## src/rtl/pgwalk_pkg.sv

```systemverilog
package pgwalk_pkg;
  parameter int DIR_W = 10;
  parameter int TBL_W = 10;
  parameter int OFF_W = 12;
  localparam int AW    = DIR_W + TBL_W + OFF_W;
  localparam int BIT_P  = 0;
  localparam int BIT_RW = 1;
  localparam int BIT_US = 2;

  typedef enum logic [1:0] {ST_IDLE, ST_DIR, ST_TBL} wstate_e;

  // entry address: page-aligned base plus four bytes per index step
  function automatic logic [AW-1:0] entry_addr(input logic [AW-1:0] base,
                                               input logic [AW-1:0] idx);
    return {base[AW-1:OFF_W], {OFF_W{1'b0}}} + (idx << 2);
  endfunction

  function automatic logic [AW-1:0] phys_of(input logic [AW-1:0] pte,
                                            input logic [AW-1:0] lin);
    return {pte[AW-1:OFF_W], lin[OFF_W-1:0]};
  endfunction

  // the more restrictive of the two levels wins for both bits
  function automatic logic prot_fault(input logic [AW-1:0] pde,
                                      input logic [AW-1:0] pte,
                                      input logic user, input logic write,
                                      input logic wp);
    logic us_ok, rw_ok;
    us_ok = pde[BIT_US] & pte[BIT_US];
    rw_ok = pde[BIT_RW] & pte[BIT_RW];
    if (user) return !us_ok || (write && !rw_ok);
    return write && !rw_ok && wp;
  endfunction
endpackage

```

## src/rtl/pgwalk_perm.sv

```systemverilog
module pgwalk_perm
  import pgwalk_pkg::*;
(
  input  logic [AW-1:0] pde,
  input  logic [AW-1:0] pte,
  input  logic          user,
  input  logic          write,
  input  logic          wp,
  output logic          viol
);
  assign viol = prot_fault(pde, pte, user, write, wp);

  always_comb begin
    AST_SUP_READ_FREE: assert (user || write || !viol);
  end
endmodule

```

## src/rtl/pgwalk_fsm.sv

```systemverilog
module pgwalk_fsm
  import pgwalk_pkg::*;
(
  input  logic          clk,
  input  logic          rst_n,
  input  logic          req_valid,
  input  logic [AW-1:0] req_lin,
  input  logic          req_write,
  input  logic          req_user,
  input  logic          pg_en,
  input  logic          wp_en,
  input  logic [AW-1:0] dir_base,
  input  logic          mem_ack,
  input  logic [AW-1:0] mem_data,
  output logic          mem_rd,
  output logic [AW-1:0] mem_addr,
  output logic          busy,
  output logic [AW-1:0] lin_q,
  output logic [AW-1:0] pde_q,
  output logic          user_q,
  output logic          write_q,
  output logic          wp_q,
  output logic          ev_byp,
  output logic          ev_dir_np,
  output logic          ev_tbl_np,
  output logic          ev_tbl_hit
);
  wstate_e       st;
  logic [AW-1:0] base_q;
  logic          accept;

  assign accept = (st == ST_IDLE) && req_valid;
  assign busy   = (st != ST_IDLE);
  assign mem_rd = (st == ST_DIR) || (st == ST_TBL);

  // named walk events, consumed by the result registers in the top
  assign ev_byp     = accept && !pg_en;
  assign ev_dir_np  = (st == ST_DIR) && mem_ack && !mem_data[BIT_P];
  assign ev_tbl_np  = (st == ST_TBL) && mem_ack && !mem_data[BIT_P];
  assign ev_tbl_hit = (st == ST_TBL) && mem_ack &&  mem_data[BIT_P];

  always_comb begin
    case (st)
      ST_DIR:  mem_addr = entry_addr(base_q, AW'(lin_q[AW-1 -: DIR_W]));
      ST_TBL:  mem_addr = entry_addr(pde_q,  AW'(lin_q[OFF_W +: TBL_W]));
      default: mem_addr = '0;
    endcase
  end

  always_ff @(posedge clk) begin
    if (!rst_n) begin
      st      <= ST_IDLE;
      lin_q   <= '0;
      base_q  <= '0;
      pde_q   <= '0;
      user_q  <= 1'b0;
      write_q <= 1'b0;
      wp_q    <= 1'b0;
    end else begin
      case (st)
        ST_IDLE: if (accept) begin
          lin_q   <= req_lin;
          base_q  <= dir_base;
          user_q  <= req_user;
          write_q <= req_write;
          wp_q    <= wp_en;
          if (pg_en) st <= ST_DIR;
        end
        ST_DIR: if (mem_ack) begin
          pde_q <= mem_data;
          st    <= mem_data[BIT_P] ? ST_TBL : ST_IDLE;
        end
        ST_TBL: if (mem_ack) st <= ST_IDLE;
        default: st <= ST_IDLE;
      endcase
    end
  end

  AST_ADDR_HELD: assert property (@(posedge clk) disable iff (!rst_n)
    (mem_rd && !mem_ack) |=> (mem_rd && $stable(mem_addr)));
  AST_WORD_ALIGNED: assert property (@(posedge clk) disable iff (!rst_n)
    mem_rd |-> (mem_addr[1:0] == 2'b00));
  AST_BUSY_IGNORES: assert property (@(posedge clk) disable iff (!rst_n)
    (busy && req_valid) |=> $stable(lin_q));
  AST_NP_STOPS_WALK: assert property (@(posedge clk) disable iff (!rst_n)
    ev_dir_np |=> !mem_rd);
endmodule

```

## src/rtl/pgwalk_top.sv

```systemverilog
module pgwalk_top
  import pgwalk_pkg::*;
(
  input  logic          clk,
  input  logic          rst_n,
  input  logic          req_valid,
  input  logic [AW-1:0] req_lin,
  input  logic          req_write,
  input  logic          req_user,
  input  logic          pg_en,
  input  logic          wp_en,
  input  logic [AW-1:0] dir_base,
  output logic          busy,
  output logic          mem_rd,
  output logic [AW-1:0] mem_addr,
  input  logic          mem_ack,
  input  logic [AW-1:0] mem_data,
  output logic          done,
  output logic          fault,
  output logic          fault_np,
  output logic [AW-1:0] phys_addr,
  output logic [AW-1:0] fault_addr
);
  logic [AW-1:0] lin_q, pde_q;
  logic          user_q, write_q, wp_q;
  logic          ev_byp, ev_dir_np, ev_tbl_np, ev_tbl_hit;
  logic          viol, walk_fault;

  pgwalk_fsm u_fsm (
    .clk(clk), .rst_n(rst_n), .req_valid(req_valid), .req_lin(req_lin),
    .req_write(req_write), .req_user(req_user), .pg_en(pg_en),
    .wp_en(wp_en), .dir_base(dir_base), .mem_ack(mem_ack),
    .mem_data(mem_data), .mem_rd(mem_rd), .mem_addr(mem_addr),
    .busy(busy), .lin_q(lin_q), .pde_q(pde_q), .user_q(user_q),
    .write_q(write_q), .wp_q(wp_q), .ev_byp(ev_byp),
    .ev_dir_np(ev_dir_np), .ev_tbl_np(ev_tbl_np), .ev_tbl_hit(ev_tbl_hit)
  );

  pgwalk_perm u_perm (
    .pde(pde_q), .pte(mem_data), .user(user_q), .write(write_q),
    .wp(wp_q), .viol(viol)
  );

  assign walk_fault = ev_dir_np || ev_tbl_np || (ev_tbl_hit && viol);

  always_ff @(posedge clk) begin
    if (!rst_n) begin
      done       <= 1'b0;
      fault      <= 1'b0;
      fault_np   <= 1'b0;
      phys_addr  <= '0;
      fault_addr <= '0;
    end else begin
      done     <= ev_byp || ev_dir_np || ev_tbl_np || ev_tbl_hit;
      fault    <= walk_fault;
      fault_np <= ev_dir_np || ev_tbl_np;
      if (ev_byp)                   phys_addr <= req_lin;
      else if (ev_tbl_hit && !viol) phys_addr <= phys_of(mem_data, lin_q);
      if (walk_fault)               fault_addr <= lin_q;
    end
  end

  AST_BYPASS_IDENT: assert property (@(posedge clk) disable iff (!rst_n)
    (req_valid && !busy && !pg_en) |=>
      (done && !fault && phys_addr == $past(req_lin)));
  AST_BYPASS_NOREAD: assert property (@(posedge clk) disable iff (!rst_n)
    (req_valid && !busy && !pg_en) |=> !mem_rd);
  AST_OFFSET_KEPT: assert property (@(posedge clk) disable iff (!rst_n)
    (done && !fault) |-> (phys_addr[OFF_W-1:0] == lin_q[OFF_W-1:0]));
  AST_FAULT_CAPTURE: assert property (@(posedge clk) disable iff (!rst_n)
    fault |-> (done && fault_addr == lin_q));
  AST_FADDR_HOLD: assert property (@(posedge clk) disable iff (!rst_n)
    !fault |-> $stable(fault_addr));
  AST_NP_IS_FAULT: assert property (@(posedge clk) disable iff (!rst_n)
    fault_np |-> fault);
endmodule

```

## config.mk

```make
export PLATFORM = sky130hd
export DESIGN_NAME = pgwalk_top
export DESIGN_NICKNAME = d
export VERILOG_FILES = /design/src/rtl/pgwalk_pkg.sv /design/src/rtl/pgwalk_perm.sv /design/src/rtl/pgwalk_fsm.sv /design/src/rtl/pgwalk_top.sv
export SDC_FILE = /design/constraint.sdc
export NUM_CORES = 1
export LEC_CHECK = 0
export ABC_AREA = 1
export BUFFER_PORTS_ARGS = -buffer_cell sky130_fd_sc_hd__buf_4
export CAP_MARGIN = 20
export CORE_MARGIN = 5
export CORE_UTILIZATION = 46
export CTS_BUF_LIST = sky130_fd_sc_hd__clkbuf_16
export DETAILED_ROUTE_END_ITERATION = 12
export GPL_TIMING_DRIVEN = 0
export PLACE_DENSITY = 0.75
export SYNTH_ARGS = -nofsm -noshare
export SYNTH_HDL_FRONTEND = slang
export SYNTH_HIERARCHICAL = 1
export SYNTH_SLANG_ARGS = --single-unit
export TNS_END_PERCENT = 20
```

## constraint.sdc

```tcl
create_clock -name clk -period 2 [get_ports clk]
set_clock_uncertainty 0.1 [all_clocks]
set_input_delay 0.1 -clock clk [delete_from_list [all_inputs] [get_ports clk]]
set_output_delay 0.1 -clock clk [all_outputs]
set_load 0.005 [all_outputs]
```

==> impl_results.md, run 1 <==
- Status: complete, no violations
- Fin cells: 1,493
- Share of cells above drive strength 1: 22.42%
- CP Class: flop to flop
- Core Area: 14,420 um2
- P&R area growth vs syn: 45.39%
- Crit share post-route: 99.21%
- Max Buffers Root-to-Sink: 2
- Root Driver: clkbuf_16
- PortBufs: 180
- Number of global-route vias before repair: 7,173
- Pwr dens: 1238 nW/um2
- Die Wd: 131.0 um
- Least-Margin Pin Slew: 0.5672 ns
- Grt total ovfl: 0
- Required @ worst endpoint: 2.22 ns
- Detailed Route WL: 24,140 um
- First-pass GRT wire length: 36,600 um
- P_leak: 4.802 nW
- Sink Count: 146
- Yosys warns: 6
- Internal power: 7.551 mW
- CTS tree: built
- Drt via density: 5.143
- Residual DRC: 0
- Cells after Synth: 1,012
- DP Cell Count: 1,377
- Switching power of the nets: 4.565 mW
- Placed inst area: 8319 um2
- CP Capture Type: flop
- Vias: 7,679
- Reg power frac: 35.1%
- Highest clock rate: 504.0 MHz
- Worst Path Arrival: 2.20 ns
- Hold Fails Final Rpt: 0
- VDD IR max: 905.0 uV
- Chip height: 131.0 um
- Hold path depth: 3
- Design area: 9791 um2
- Period minus WS final: 1.984 ns
- Reg2Reg Depth: 8
- Gr usage total: 27.82%
- Avg Cell Area, Syn: 6.654 um2
- Unrepaired setup endpoints after global routing: true
- Initial antenna violation count: 1
- Cell Area, Synth: 6734 um2
- Worst slew margin: 62.19%
- Maxcap violations: 0
- Final setup violation count: 0
- Die area: 17,160 um2
- Switching part of the total: 37.68%
- Initial DRC Count: 758
- Num ports: 205
- GPL Wtd Cong: 0.9639
- Final HPWL DP: 16,840 um
- DRT Pass-1 Iters: 9
- Startpoint types: flop
- Clk slew on worst S/H paths: 0.06 ns
- CTS H-tree depth: 4
- Starting Density: 46.69%
- CTS buffer count: 17
- Clock latency at the later pin of the worst-skew pair: 0.42 ns
- Row count: 44
- Post-route ant nets: 0
- Fin. max-slew vios: 0
- Largest net degree at the start of global routing: 17
- Nets@finish: 1,402
- Avg WL per Cell: 16.17 um
- Comb pwr share: 41.7%
- Clock share of power: 23.2%
- Min-delay worst type: primary input to flop
- Max Fanout on Critical Path: 6
-- cell type report --
class,instances,area (um2)
diodes,2,5.005
plain buffers,75,564.3
clock buffers,17,425.4
clock inverters,15,86.33
fillers,1275,4633
inverters,78,297.8
multi-input cells,713,3078
flip-flops and latches,146,2924
well taps,184,230.2
repair buffers,263,2180
-- layout by cell type, fill, tap and decap left out --
cell type      instances
dlygate4sd3_1         82
a21oi_4                1
dfxtp_1              145
clkinv_1               6
nand2_1              235
inv_4                  2
diode_2                2
ha_4                   2
nand2_4                2
nor2_2                 3
o21ai_1               48
clkbuf_2               1
inv_1                 78
a21oi_2                8
conb_1                 2
dfxtp_2                1
clkinv_2               3
nand2_2                1
a21oi_1               56
buf_4                196
bufinv_16              1
nor2_4                 1
clkbuf_1               8
clkbuf_16             17
buf_6                 25
nor2_1               253
buf_2                 24
nand3_1               67
clkbuf_4               2
o21ai_0               30
a31oi_1                1
inv_2                  3
and3_1                 1
ha_1                   2
-- critical path: stages, from the launching register on --
cell	delay, ns
dfxtp_2	0.34
inv_2	0.09
ha_1	0.18
buf_6	0.16
nand2_4	0.08
buf_4	0.17
o21ai_0	0.15
dlygate4sd3_1	0.57
nor2_1	0.04
-- per-layer routing --
metal	vias up	global-route usage (%)	wire, um	part of all wire (%)
li1	3704	-	-	-
met1	3476	35.62	9990	41
met2	398	44.30	11060	46
met3	101	6.463	1967	8.1
met4	0	13.25	1118	4.6
met5	-	0	0	0
-- per-stage QoR --
stage                     setup TNS [ns]  total power [mW]  setup WS, ns  hold slack (ns)  util [%]
after floorplan                        0             7.018        0.1700           0.1457         -
after global placement            -5.510             8.656       -0.1732           0.2340     57.68
after detailed placement          -7.074             8.751       -0.1981           0.2404     57.68
after CTS                              0             11.86       0.03903          0.01227     67.33
after global routing             -0.1052             12.85      -0.02993          0.04011     67.86
final                                  0             12.12       0.01582          0.04418     67.88
-- power by group through the flow --
stage                     registers (mW)  logic [mW]  clock network, mW
after floorplan                     4.14        2.88                  0
after global placement              4.24        4.41                  0
after detailed placement            4.26        4.49                  0
after CTS                           4.22        4.80               2.84
after global routing                4.32        5.54               2.99
final                               4.25        5.05               2.81
-- state kept, by name, summed over array words and instances, names as in the netlist --
name	flops
u_fsm/st	2
u_fsm/wp_q	1
fault_addr	32
fault	1
phys_addr	32
u_fsm/pde_q	22
u_fsm/write_q	1
fault_np	1
u_fsm/lin_q	32
u_fsm/user_q	1
u_fsm/base_q	20
done	1
-- repair_timing --
action	in CTS	in global routing
gates resized for setup	20	21
hold buffers	82	0
pin swaps	0	1
buffers inserted	0	1
endpoints found under the setup margin	94	75
endpoints found under the hold margin	115	0
-- path summary, 6_finish.rpt --
check,slack (ns),from,to
max,0.02,u_fsm/st[1]$_SDFFE_PN0P_,u_fsm/pde_q[2]$_SDFFE_PN0P_
min,0.04,rst_n,phys_addr[26]$_SDFFE_PN0P_
max reg2reg,0.02,u_fsm/st[1]$_SDFFE_PN0P_,u_fsm/pde_q[2]$_SDFFE_PN0P_
min reg2reg,0.39,u_fsm/pde_q[25]$_SDFFE_PN0P_,u_fsm/pde_q[25]$_SDFFE_PN0P_
No activity file was read; power rests on OpenSTA's default activity.
==> run 2: changes to the inputs <==
RECOVER_POWER = 100   (was unset)
==> run 2 against run 1 <==
Sequential power about the same. Non-clock buffer count unchanged. Cell area decreased by 0.56%. Largest cell class unchanged. Cell count unchanged. Register-to-register slack about the same. Power decreased by 0.93%. Global-route usage unchanged. Maximum frequency about the same. Sequential share of layout area increased by 0.17 points. Via count decreased by 0.55%.
==> impl_results.md, run 2 (synthesized netlist as in run 1, its figures left out) <==
- Status: complete, no violations
- Starting Density: 46.69%
- Highest clock rate: 503.9 MHz
- Commonest non-fill, non-tap cells in the layout: 253 x nor2_1, 235 x nand2_1, 145 x dfxtp_1
- Detailed Route WL: 24,040 um
- Gr usage total: 27.82%
- Fin. max-slew vios: 0
- CTS H-tree depth: 4
- Chip height: 131.0 um
- Core Area: 14,420 um2
- Worst hold margin: 0.03980 ns
- GPL Wtd Cong: 0.9639
- Sink Count: 146
- Crit share post-route: 99.23%
- Min-delay worst type: primary input to flop
- P&R area growth vs syn: 44.57%
- Met3 GRT Util: 6.463%
- Unrepaired setup endpoints after global routing: true
- Worst slew margin: 62.63%
- First-pass GRT wire length: 36,600 um
- Design area: 9736 um2
- Clock latency at the later pin of the worst-skew pair: 0.42 ns
- Final setup violation count: 0
- Post-route ant nets: 0
- Initial antenna violation count: 1
- Num ports: 205
- Share of cells above drive strength 1: 21.65%
- Row count: 44
- Met1 Usage GRT: 35.62%
- Final HPWL DP: 16,840 um
- CP Capture Type: flop
- Startpoint types: flop
- Number of global-route vias before repair: 7,173
- Nets@finish: 1,402
- Maxcap violations: 0
- Busiest grt layer: met2
- CTS tree: built
- Max Fanout on Critical Path: 6
- Initial DRC Count: 686
- Period minus WS final: 1.985 ns
- Met2 GRT Util: 44.30%
- Least-Margin Pin Slew: 0.5605 ns
- Max Buffers Root-to-Sink: 2
- Largest net degree at the start of global routing: 17
- DRT Pass-1 Iters: 8
- Required @ worst endpoint: 2.22 ns
- Avg WL per Cell: 16.10 um
- Drt via density: 5.115
- Residual DRC: 0
- Pwr dens: 1233 nW/um2
- Placed inst area: 8319 um2
- Die area: 17,160 um2
- Hold Fails Final Rpt: 0
- Biggest regs: fault_addr: 32 flops, phys_addr: 32 flops, u_fsm/lin_q: 32 flops
- Worst Path Arrival: 2.20 ns
- Root Driver: clkbuf_16
- Commonest non-fill, non-tap cell in the layout: nor2_1
- Clk slew on worst S/H paths: 0.06 ns
- CP Class: flop to flop
- CTS buffer count: 17
- Vias: 7,637
- PortBufs: 180
- VDD IR max: 901.5 uV
- Die Wd: 131.0 um
- P_leak: 4.731 nW
- Grt total ovfl: 0
[run 2: cell count changes in the layout (fill, tap and decap cells not counted), sizes merged]
cell,delta
buf,-70
clkbuf,+70
[run 2: routing by layer]
metal | wire length (um) | vias to the layer above
met5 | 0 | -
li1 | - | 3706
met1 | 9974 | 3435
met2 | 11100 | 401
met4 | 1018 | 0
met3 | 1944 | 95
[run 2: per-stage QoR]
step                worst slack (ns)  setup TNS, ns  std cells  power (mW)  util, %
global route                -0.02993        -0.1052       1492       12.74    67.48
global placement             -0.1732         -5.510       1377       8.656    57.68
floorplan                     0.1700              0       1013       7.018        -
detailed placement           -0.1981         -7.074       1377       8.751    57.68
CTS                          0.03903              0       1490       11.86    67.33
finish                       0.01535              0       1493       12.00    67.50
[run 2: final cells by class]
cell class / count / area, um2
inverters: 78 / 295.3
plain buffers: 75 / 545.5
repair buffers: 263 / 2146
clock inverters: 15 / 86.33
clock buffers: 17 / 425.4
fillers: 1294 / 4688
diodes: 2 / 5.005
flip-flops and latches: 146 / 2924
well taps: 184 / 230.2
multi-input cells: 713 / 3078
[run 2: worst max-delay path, cell delays in order (launching register included)]
cell and delay [ns]:
dfxtp_2 0.34, inv_2 0.09, ha_1 0.18, buf_6 0.16, nand2_4 0.08, buf_4 0.17, o21ai_0 0.14, dlygate4sd3_1 0.57
nor2_1 0.04
[run 2: timing repair]
item / 4_1_cts / 5_1_grt
endpoints found under the hold margin: 115 / 0
pin swaps: 0 / 1
resized for setup: 20 / 21
setup endpoints to repair: 94 / 75
buffers inserted: 0 / 1
hold buffers: 82 / 0
[run 2: worst paths after layout]
| path | start | to | slack (ns) | cells past startpoint |
|---|---|---|---|---|
| setup / recovery | u_fsm/st[1]$_SDFFE_PN0P_ | u_fsm/pde_q[2]$_SDFFE_PN0P_ | 0.02 | 8 |
| hold / removal | rst_n | phys_addr[26]$_SDFFE_PN0P_ | 0.04 | 3 |
| setup reg to reg | u_fsm/st[1]$_SDFFE_PN0P_ | u_fsm/pde_q[2]$_SDFFE_PN0P_ | 0.02 | 8 |
| hold reg to reg | u_fsm/base_q[19]$_SDFFE_PN0P_ | u_fsm/base_q[19]$_SDFFE_PN0P_ | 0.39 | 2 |
[run 2: where the power goes]
| group | total (mW) | internal, mW | switching [mW] |
|---|---|---|---|
| logic | 4.94 | 2.11 | 2.83 |
| registers | 4.24 | 3.70 | 0.542 |
| clock network | 2.82 | 1.65 | 1.17 |
